**src/rtl/pwl_pkg.sv**
```systemverilog
package pwl_pkg;
  // Bit positions in the control register
  localparam int CTRL_START = 0;
  localparam int CTRL_DONE  = 1;
  localparam int CTRL_IRQEN = 2;
  localparam int CTRL_FULL  = 3;
  localparam int CTRL_BUSY  = 4;

  // Strobes from control to datapath
  typedef struct packed {
    logic loadAll;   // full-window load from every slot
    logic shiftCol;  // shift by one column, new right column from slots
    logic capture;   // latch filtered pixel into result
  } pwlStrobes_t;
endpackage

```
**src/rtl/pwl_ctrl.sv**
```systemverilog
module pwl_ctrl
  import pwl_pkg::*;
#(
  parameter int ADDR_W = 4,
  parameter int DATA_W = 32
) (
  input  logic              clk,
  input  logic              rstN,
  input  logic              busWe,
  input  logic [ADDR_W-1:0] busAddr,
  input  logic [DATA_W-1:0] busWdata,
  input  logic              filtValid,
  output pwlStrobes_t       strobes,
  output logic              busyQ,
  output logic              doneQ,
  output logic              winValidQ,
  output logic              irq,
  output logic [DATA_W-1:0] statusWord
);
  logic ctrlWr;
  logic startReq;
  logic startOk;
  logic irqEnQ;
  logic fullModeQ;

  assign ctrlWr   = busWe && (busAddr == '0);
  assign startReq = ctrlWr && busWdata[CTRL_START];
  assign startOk  = startReq && !busyQ;

  always_comb begin
    strobes.loadAll  = startOk && busWdata[CTRL_FULL];
    strobes.shiftCol = startOk && !busWdata[CTRL_FULL];
    strobes.capture  = filtValid && busyQ;
  end

  // busy: set by an accepted start, cleared by capture
  always_ff @(posedge clk or negedge rstN) begin
    if (!rstN) begin
      busyQ <= 1'b0;
    end else if (startOk) begin
      busyQ <= 1'b1;
    end else if (strobes.capture) begin
      busyQ <= 1'b0;
    end
  end

  // done: set by capture, cleared by start or write-one-to-clear
  always_ff @(posedge clk or negedge rstN) begin
    if (!rstN) begin
      doneQ <= 1'b0;
    end else if (strobes.capture) begin
      doneQ <= 1'b1;
    end else if (startOk) begin
      doneQ <= 1'b0;
    end else if (ctrlWr && busWdata[CTRL_DONE]) begin
      doneQ <= 1'b0;
    end
  end

  // configuration bits, written on every control write
  always_ff @(posedge clk or negedge rstN) begin
    if (!rstN) begin
      irqEnQ    <= 1'b0;
      fullModeQ <= 1'b0;
    end else if (ctrlWr) begin
      irqEnQ    <= busWdata[CTRL_IRQEN];
      fullModeQ <= busWdata[CTRL_FULL];
    end
  end

  // launch strobe, one cycle after the accepted start
  always_ff @(posedge clk or negedge rstN) begin
    if (!rstN) begin
      winValidQ <= 1'b0;
    end else begin
      winValidQ <= startOk;
    end
  end

  assign irq = doneQ && irqEnQ;

  always_comb begin
    statusWord             = '0;
    statusWord[CTRL_DONE]  = doneQ;
    statusWord[CTRL_IRQEN] = irqEnQ;
    statusWord[CTRL_FULL]  = fullModeQ;
    statusWord[CTRL_BUSY]  = busyQ;
  end
endmodule

```
**src/rtl/pwl_datapath.sv**
```systemverilog
module pwl_datapath
  import pwl_pkg::*;
#(
  parameter int PIX_W   = 24,
  parameter int WIN_DIM = 3,
  parameter int ADDR_W  = 4,
  parameter int DATA_W  = 32
) (
  input  logic                       clk,
  input  logic                       rstN,
  input  logic                       busWe,
  input  logic [ADDR_W-1:0]          busAddr,
  input  logic [DATA_W-1:0]          busWdata,
  input  pwlStrobes_t                strobes,
  input  logic [DATA_W-1:0]          statusWord,
  input  logic [PIX_W-1:0]           filtPixel,
  output logic [DATA_W-1:0]          busRdata,
  output logic [WIN_DIM*WIN_DIM*PIX_W-1:0] winPixels,
  output logic [PIX_W-1:0]           resultQ
);
  localparam int WIN_N    = WIN_DIM * WIN_DIM;
  localparam int KEEP_N   = WIN_N - WIN_DIM;
  localparam int RES_ADDR = WIN_N + 1;

  logic [PIX_W-1:0] slotQ [WIN_N];
  logic [PIX_W-1:0] winQ  [WIN_N];

  // slot bank, slot s+1 on the bus maps to slotQ[s]
  always_ff @(posedge clk or negedge rstN) begin
    if (!rstN) begin
      for (int s = 0; s < WIN_N; s++) slotQ[s] <= '0;
    end else if (busWe) begin
      for (int s = 0; s < WIN_N; s++) begin
        if (busAddr == ADDR_W'(s + 1)) slotQ[s] <= busWdata[PIX_W-1:0];
      end
    end
  end

  // window register: full load or one-column shift
  always_ff @(posedge clk or negedge rstN) begin
    if (!rstN) begin
      for (int k = 0; k < WIN_N; k++) winQ[k] <= '0;
    end else if (strobes.loadAll) begin
      for (int k = 0; k < WIN_N; k++) winQ[k] <= slotQ[k];
    end else if (strobes.shiftCol) begin
      for (int k = 0; k < KEEP_N; k++) winQ[k] <= winQ[k + WIN_DIM];
      for (int r = 0; r < WIN_DIM; r++) winQ[KEEP_N + r] <= slotQ[r];
    end
  end

  // result register, only the datapath capture writes it
  always_ff @(posedge clk or negedge rstN) begin
    if (!rstN) begin
      resultQ <= '0;
    end else if (strobes.capture) begin
      resultQ <= filtPixel;
    end
  end

  for (genvar g = 0; g < WIN_N; g++) begin : g_winOut
    assign winPixels[g*PIX_W +: PIX_W] = winQ[g];
  end

  always_comb begin
    busRdata = '0;
    if (busAddr == '0) begin
      busRdata = statusWord;
    end else if (busAddr == ADDR_W'(RES_ADDR)) begin
      busRdata[PIX_W-1:0] = resultQ;
    end else begin
      for (int s = 0; s < WIN_N; s++) begin
        if (busAddr == ADDR_W'(s + 1)) busRdata[PIX_W-1:0] = slotQ[s];
      end
    end
  end
endmodule

```
**src/rtl/pix_window_loader.sv**
```systemverilog
module pix_window_loader
  import pwl_pkg::*;
#(
  parameter int PIX_W   = 24,
  parameter int WIN_DIM = 3,
  parameter int ADDR_W  = 4,
  parameter int DATA_W  = 32
) (
  input  logic                             clk,
  input  logic                             rstN,
  input  logic                             busWe,
  input  logic [ADDR_W-1:0]                busAddr,
  input  logic [DATA_W-1:0]                busWdata,
  output logic [DATA_W-1:0]                busRdata,
  output logic                             winValid,
  output logic [WIN_DIM*WIN_DIM*PIX_W-1:0] winPixels,
  input  logic                             filtValid,
  input  logic [PIX_W-1:0]                 filtPixel,
  output logic                             irq
);
  pwlStrobes_t      strobes;
  logic             busyQ;
  logic             doneQ;
  logic [DATA_W-1:0] statusWord;
  logic [PIX_W-1:0] resultQ;

  pwl_ctrl #(.ADDR_W(ADDR_W), .DATA_W(DATA_W)) u_ctrl (
    .clk(clk), .rstN(rstN), .busWe(busWe), .busAddr(busAddr),
    .busWdata(busWdata), .filtValid(filtValid), .strobes(strobes),
    .busyQ(busyQ), .doneQ(doneQ), .winValidQ(winValid), .irq(irq),
    .statusWord(statusWord)
  );

  pwl_datapath #(.PIX_W(PIX_W), .WIN_DIM(WIN_DIM), .ADDR_W(ADDR_W),
                 .DATA_W(DATA_W)) u_dp (
    .clk(clk), .rstN(rstN), .busWe(busWe), .busAddr(busAddr),
    .busWdata(busWdata), .strobes(strobes), .statusWord(statusWord),
    .filtPixel(filtPixel), .busRdata(busRdata), .winPixels(winPixels),
    .resultQ(resultQ)
  );
endmodule

```
**config.mk**
```make
export PLATFORM = sky130hd
export DESIGN_NAME = pix_window_loader
export DESIGN_NICKNAME = d
export VERILOG_FILES = /design/src/rtl/pwl_pkg.sv /design/src/rtl/pwl_ctrl.sv /design/src/rtl/pwl_datapath.sv /design/src/rtl/pix_window_loader.sv
export SDC_FILE = /design/constraint.sdc
export NUM_CORES = 1
export LEC_CHECK = 0
export ABC_AREA = 1
export CORE_UTILIZATION = 45
export CTS_BUF_LIST = sky130_fd_sc_hd__clkbuf_4 sky130_fd_sc_hd__clkbuf_8
export CTS_CLUSTER_DIAMETER = 120
export DETAILED_ROUTE_END_ITERATION = 10
export GPL_TIMING_DRIVEN = 0
export PLACE_DENSITY = 0.68
export SLEW_MARGIN = 40
export SYNTH_ARGS = -nofsm -noshare
export SYNTH_HDL_FRONTEND = slang
export SYNTH_SLANG_ARGS = --single-unit
```
**constraint.sdc**
```tcl
create_clock -name clk -period 2.4 [get_ports clk]
set_input_delay 0.48 -clock clk [delete_from_list [all_inputs] [get_ports clk]]
set_output_delay 0.48 -clock clk [all_outputs]
set_load 0.005 [all_outputs]
```
Word level (Yosys, flattened, before mapping)
Cells that the tools add are included.

word-level totals
  bits in registers = 461
  input bits = 64
  output and inout port bits = 250
  logic and storage cells = 75

cells by class
  muxes and demuxes = 18
  reduce and logical (&&, ||, !) cells = 23
  equal/unequal tests = 10

operators with widths
  kind                count
  $mux 216            2
  $mux 24             11
  $reduce_and 2->1    9
  $eq 4x3->1 const B  4
  $eq 4x4->1 const B  3
  $eq 4x2->1 const B  2
  $logic_and 1x1->1   8
  $mux 1              5
  $eq 4x1->1 const B  1
  $logic_not 4->1     1
  $reduce_bool 2->1   2
  $reduce_bool 3->1   1
  $logic_not 1->1     2

Logic depth before layout (Yosys ltp)
Gate-level depths: netlist (run 1).

  depth after elaboration = 12
  mapped depth = 12
  mapped depth without buffers = 11

Cells and area by module
A second synthesis (run 1) with hierarchy kept.

second synthesis, totals
  cells, all modules = 2303
  area total of the unflattened synthesis = 20400.8 um2

by module, submodules not included
  module        area each (um2)  cells an instance  seq. area each (um2)  times used
  pwl_datapath  19862.8          2238               11410.9               1
  pwl_ctrl      538.0            65                 125.1                 1

Worst setup path before layout (run 1)
Ideal clock, no wire load.

  kind = input-to-output
  from = input port busAddr[0]
  to = output port busRdata[14]
  required time = 1.920 ns
  buffers on the path = 2
  cell stages on the path = 9
  setup slack = 0.298 ns
  data arrival time = 1.622 ns
  cells stage by stage = buf_6 > inv_1 > nand2_1 > nor2_1 > inv_1 > clkbuf_1 > or2_2 > nand2_1 > inv_1

between the ends
  cells in the longest elaborated chain, start to end = 12
  elaborated cells between the ends (all ways) = 22
  those cells by class = eq/ne: 10; mux: 11; reduce/logical: 1

ends and longest elaborated chain
  item                   RTL line                 source
  start, declared        pix_window_loader.sv:12  input logic [ADDR_W-1:0] busAddr,
  $eq 4x1->1             pwl_datapath.sv:72       if (busAddr == ADDR_W'(s + 1)) busRdata[PIX_W-1:0] = slotQ[s];
  $mux 24 (9 in series)  pwl_datapath.sv:72
  $mux 24                pwl_datapath.sv:68       end else if (busAddr == ADDR_W'(RES_ADDR)) begin
  $mux 24 (*)            pwl_datapath.sv:66       if (busAddr == '0) begin
  end, declared          pix_window_loader.sv:14  output logic [DATA_W-1:0] busRdata,

Every way passes the cells marked *; elsewhere a longest branch is shown, timed or not.

Worst setup path in the final report (run 1)
  from = register u_dp.slotQ[121] in the netlist's numbering
  to = output port busRdata[1]

between the ends
  cells in the longest elaborated chain, start to end = 8

ends and longest elaborated chain
  item                             RTL line            source
  start, declared                  pwl_datapath.sv:25  logic [PIX_W-1:0] slotQ [WIN_N];
  start signal, assigned by index  pwl_datapath.sv:34  if (busAddr == ADDR_W'(s + 1)) slotQ[s] <= busWdata[PIX_W-1:0];
  $mux 24 (6 in series)            pwl_datapath.sv:72
  $mux 24                          pwl_datapath.sv:68
  $mux 24                          pwl_datapath.sv:66

No other way between the ends.

==> flow_summary.ini, run 1 <==
[floorplan]
rows = 78
start_util_pct = 45.8
die_h_um = 217
coreArea_mm2 = 0.0455
num_io_pins = 314
die_w_um = 217
die_area_mm2 = 0.0471

[clocking]
cts_max_level = 3
cts-root-buf = clkbuf_8
clock_sinks = 461
cts_tree = done
clock_latency_ps = 690
clk_path_buf_depth = 3
clk_pin_slew_ps = 60
cts_buffers = 80

[logic_synthesis]
avgSynthCellArea_um2 = 8.28
synth_area_leader_cell = dfrtp_1
seq_area_frac_synth_pct = 55.4
synthTopCellsByArea = dfrtp_1, nand2_1, o21ai_0
syn_inst = 2516
synth_cell_type_count = 26
yosys_register_bits = 461
yosysTopAreaCellShare_pct = 55.4
ys.warnings.count = 0
syn_area_mm2 = 0.0208

[cells_and_area]
fin_area_mm2 = 0.0285
drive_gt1_share_pct = 21.7
final_nets = 3081
syn2layout_area_growth_pct = 36.7

[min_path]
holdCritPathClass = input port to asynchronous set/reset pin

[sta]
finalHoldViolCount = 0
slew_headroom_pct = 37.3
worst-slew-pin-transition_ps = 940
min_period_ps = 2630
rsz0062_at_grt = true
worst_slack_ps = -233
finalSetupViolations = 16
finalClockSkew_ps = 29.0
maxSlewViolCount = 0
final.period_utilization_pct = 110
fmax_mhz = 380

[setup_path]
r2r-start = u_ctrl.busyQ
critPathKind = flip-flop to output pin
startpoint = u_dp.slotQ[121]
r2r_slack_ps = 340
crit_fanout = 2
rr_worst_depth = 5
crit_path_end_kind = output pin
r2r-end = u_dp.winPixels[106]
required_ps = 1920
worstPathArrival_ps = 2150
startpoint_type = flip-flop

[route]
drc = 0
viasPerCell = 5.75
routed_wl_mm = 96.7
vias = 21100
drt_iter0_drc = 2647
drtAntennaViolNets = 0
first_pass_iters = 8
drt-wirelength-per-cell_um = 26.3

[placement]
numPortBuffers = 294
dp_hpwl_mm = 72.6
post-place-ws_ps = -1700
dpl_cell_area_mm2 = 0.0247
gp_congestion = 1.01

[global_route]
antenna_found_initial = 4
grt_start_max_net_pins = 78
grt_pass1_wl_mm = 139
grt_overflow = 0
grt_pass1_vias = 20300
grt_use_total_pct = 41.3

[power]
power.density_mw_per_mm2 = 908
vdd_drop_max_mv = 0.633
leakagePower_nw = 12.9

[status]
violations = negative setup slack
outcome = complete, but fails checks

[run]
cap_violations = 0
[cells in the mapped netlist]
cell type and number:
clkinv_1 2, a21oi_1 20, a31oi_1 189, buf_6 11
o21ai_1 14, nand3_1 74, buf_4 30, nand4_1 29
o211ai_1 9, dfrtp_1 461, nor2_1 246, nor3_4 1
buf_1 8, nand2_1 855, clkbuf_1 103, buf_2 27
or2_0 9, mux2_2 24, inv_1 107, or2_2 28
inv_2 4, nor2_2 3, conb_1 1, nand2_2 2
nor2_4 1, o21ai_0 258
[cell families after synthesis]
| group | Yosys count | synth area share [%] |
|---|---|---|
| AOI/OAI and AO/OA | 490 | 13.0 |
| muxes | 24 | 1.30 |
| other | 1 | 0.0180 |
| buffers and inverters | 292 | 6.36 |
| and+or+nand+nor | 1248 | 23.9 |
| DFF | 461 | 55.4 |
[state kept, by name, summed over array words and instances, names as in the netlist]
| register | cells |
|---|---|
| u_ctrl.busyQ | 1 |
| u_ctrl.doneQ | 1 |
| u_ctrl.fullModeQ | 1 |
| u_ctrl.irqEnQ | 1 |
| u_ctrl.winValidQ | 1 |
| u_dp.resultQ | 24 |
| u_dp.slotQ | 216 |
| u_dp.winPixels | 216 |
[final cells by class]
cell class              count  area, um2
fillers                  4080      17000
diodes                      1       2.50
inverters                 113        457
repair buffers            412       3960
plain buffers             179       1170
flip-flops and latches    461      11600
clock inverters             8       75.1
multi-input cells        1770       8810
well taps                 600        751
clock buffers             131       1630
[worst max-delay path: stages (launching register included)]
cell and delay [ps]:
dfrtp_2 410, o211ai_1 250, nand4_1 150, nand2_2 150, nand4_1 150, nand2_1 150
nand3_2 70, buf_2 130
[cell usage in the layout (no fill, tap or decap), drive strengths merged]
cell / count
diode: 1
clkdlybuf4s50: 266
dfrtp: 461
a31oi: 189
nand4: 29
a21oi: 20
mux2: 24
o211ai: 9
conb: 8
nor3: 1
clkinvlp: 2
clkinv: 9
nand2: 857
bufinv: 1
o21ai: 272
buf: 220
or2: 37
dlygate4sd3: 1
clkbuf: 235
nor2: 250
inv: 109
nand3: 74
[report_power, final]
| group | switching [mW] | internal, mW |
|---|---|---|
| combinational | 3.14 | 3.39 |
| sequential | 1.93 | 9.65 |
| clock | 3.34 | 4.37 |
| total | 8.41 | 17.4 |
[stage by stage]
step           total power [mW]  hold slack, ps  instances  setup TNS [ps]  util, %
2_1_floorplan              13.3             184       2523               0        -
3_5_place_dp               17.4             415       3423         -257230     54.3
4_1_cts                    25.6             296       3657           -1710     61.8
6_report                   25.8             309       3675           -1140     62.6
3_3_place_gp               17.2             466       3417        -9117880     54.0
5_1_grt                    26.9             319       3674           -2560     62.6
[repair_timing]
action,CTS,global route
cloned,2,0
hold buffers,1,0
pin swaps,122,109
endpoints found under the hold margin,47,0
setup buffers,92,17
gates resized for setup,436,71
setup endpoints to repair,86,237
[metal layers]
layer  vias to the layer above  global-route usage [%]  routed length (um)
met3                       228                    10.9               10400
met5                         -                       0                  39
met4                         6                    20.0                5210
met1                     10400                    56.0               38900
li1                       9232                       -                   -
met2                      1310                    61.4               42100
[worst max-delay path by stage]
stage	end	slack, ps	depth (start not counted)
after floorplan	busRdata[14]	300	9
after global placement	u_dp.winPixels[42]	-19310	1
after detailed placement	busRdata[8]	-1700	12
after CTS	busRdata[1]	-210	7
after global routing	busRdata[4]	-290	7
final	busRdata[1]	-230	7
Power figures use the tool's default switching activity.
==> run 2: changes to the inputs <==
--- a/config.mk
+++ b/config.mk
@@ -12,7 +12,7 @@
 export DETAILED_ROUTE_END_ITERATION = 10
 export GPL_TIMING_DRIVEN = 0
 export PLACE_DENSITY = 0.68
-export SLEW_MARGIN = 40
+export SLEW_MARGIN = 20
 export SYNTH_ARGS = -nofsm -noshare
 export SYNTH_HDL_FRONTEND = slang
 export SYNTH_SLANG_ARGS = --single-unit
==> flow_summary.ini, run 2 (synthesis gave the netlist of run 1 again) <==
[clocking]
clock_latency_ps = 680
clock_sinks = 461
cts-root-buf = clkbuf_8
cts_buffers = 79
clk_path_buf_depth = 3
cts_max_level = 3
clk_pin_slew_ps = 60
cts_tree = done

[sta]
finalHoldViolCount = 0
slew_headroom_pct = 16.6
final.period_utilization_pct = 108
holdWs_ps = 296
fmax_mhz = 384
finalSetupViolations = 13
worst_slack_ps = -203
maxSlewViolCount = 0
finalClockSkew_ps = 31.7
min_period_ps = 2600
worst-slew-pin-transition_ps = 1250
rsz0062_at_grt = true
setup_tns_ps = -901

[power]
power.density_mw_per_mm2 = 912
leakagePower_nw = 12.9
vdd_drop_max_mv = 0.664

[route]
viasPerCell = 5.75
drt_iter0_drc = 2762
routed_wl_mm = 96.7
first_pass_iters = 6
wl_met1_mm = 39.1
drt-wirelength-per-cell_um = 26.2
wl_met2_mm = 42.3
top_layer = met4
wl_met3_mm = 10.3
vias = 21200
drtAntennaViolNets = 0
drc = 0

[status]
violations = negative setup slack
outcome = complete, but fails checks

[floorplan]
coreArea_mm2 = 0.0455
rows = 78
num_io_pins = 314
die_w_um = 217
die_area_mm2 = 0.0471
die_h_um = 217
start_util_pct = 45.8

[global_route]
grt_pass1_wl_mm = 138
antenna_found_initial = 2
grt_start_max_net_pins = 99
grt_pass1_vias = 20200
grt_overflow = 0
grt_use_total_pct = 41.2

[cells_and_area]
final_cell_mix = nand2_1, dfrtp_1, clkdlybuf4s50_1
final_nets = 3087
final_common_cell = nand2_1
drive_gt1_share_pct = 21.7
syn2layout_area_growth_pct = 36.5

[setup_path]
critPathKind = flip-flop to output pin
worstPathArrival_ps = 2120
startpoint_type = flip-flop
r2r_slack_ps = 370
crit_path_end_kind = output pin
crit_fanout = 2
required_ps = 1920

[run]
cap_violations = 0

[placement]
numPortBuffers = 294
dp_hpwl_mm = 72.2
gp_congestion = 1.01

[min_path]
holdCritPathClass = input port to asynchronous set/reset pin
## run 2: cell types whose count changed in the layout (fill, tap and decap cells not counted), sizes merged
cell      before  now
clkbuf       235  225
buf          220  229
clkinv         9   15
bufinv         1    3
clkinvlp       2    4
diode          1    2
inv          109  110
## run 2: repair_timing
| item | 4_1_cts | 5_1_grt |
|---|---|---|
| setup buffers | 99 | 20 |
| gates resized for setup | 426 | 69 |
| endpoints found under the hold margin | 40 | 0 |
| endpoints found under the setup margin | 85 | 47 |
| hold buffers | 1 | 0 |
| pin swaps | 120 | 103 |
| gates cloned | 1 | 1 |
## run 2: routing by layer
layer / vias to the layer above / track usage, %
met2: 1302 / 60.9
met3: 198 / 11.1
li1: 9273 / -
met5: - / 0
met1: 10400 / 55.8
met4: 0 / 20.9
## run 2: cell type report
cell class	count	area, um2
Fill cell	4066	17100
Sequential cell	461	11600
Multi-Input combinational cell	1770	8750
Timing Repair Buffer	421	4030
Clock buffer	123	1540
Buffer	177	1110
Tap cell	600	751
Inverter	113	457
Clock inverter	19	181
Antenna cell	2	5.00
## run 2: stage by stage
step | utilization (%) | power [mW] | cells | setup WS, ps | area [um2]
detailed placement | 54.3 | 17.4 | 3422 | -1650 | 24700
CTS | 61.7 | 25.7 | 3665 | -207 | 28100
global placement | 54.0 | 17.2 | 3417 | -19310 | 24500
finish | 62.5 | 25.9 | 3686 | -203 | 28400
global route | 62.5 | 26.9 | 3684 | -218 | 28400
floorplan | - | 13.3 | 2523 | 298 | 20800
## run 2: final timing paths
check | endpoint | start | cells after the start
setup / recovery | busRdata[1] | u_dp.slotQ[121] | 7
setup reg to reg | u_dp.winPixels[108] | u_ctrl.busyQ | 5
hold / removal | u_dp.winPixels[8] | rstN | 2
hold reg to reg | u_dp.slotQ[99] | u_dp.slotQ[99] | 2
max in group asynchronous | u_dp.slotQ[118] | rstN | 5
min in group clk | u_dp.resultQ[7] | filtPixel[7] | 2
## run 2: critical path, cell delays in order (launching register included)
cell      delay (ps)
dfrtp_2          420
o211ai_1         250
nand4_1          150
nand2_2          140
nand4_1          150
nand2_1          140
nand3_2           70
buf_2            130
## run 2: where the power goes
group          internal (mW)  switching (mW)  total [mW]
clock                   4.40            3.41        7.81
combinational           3.39            3.13        6.52
sequential              9.65            1.92        11.6
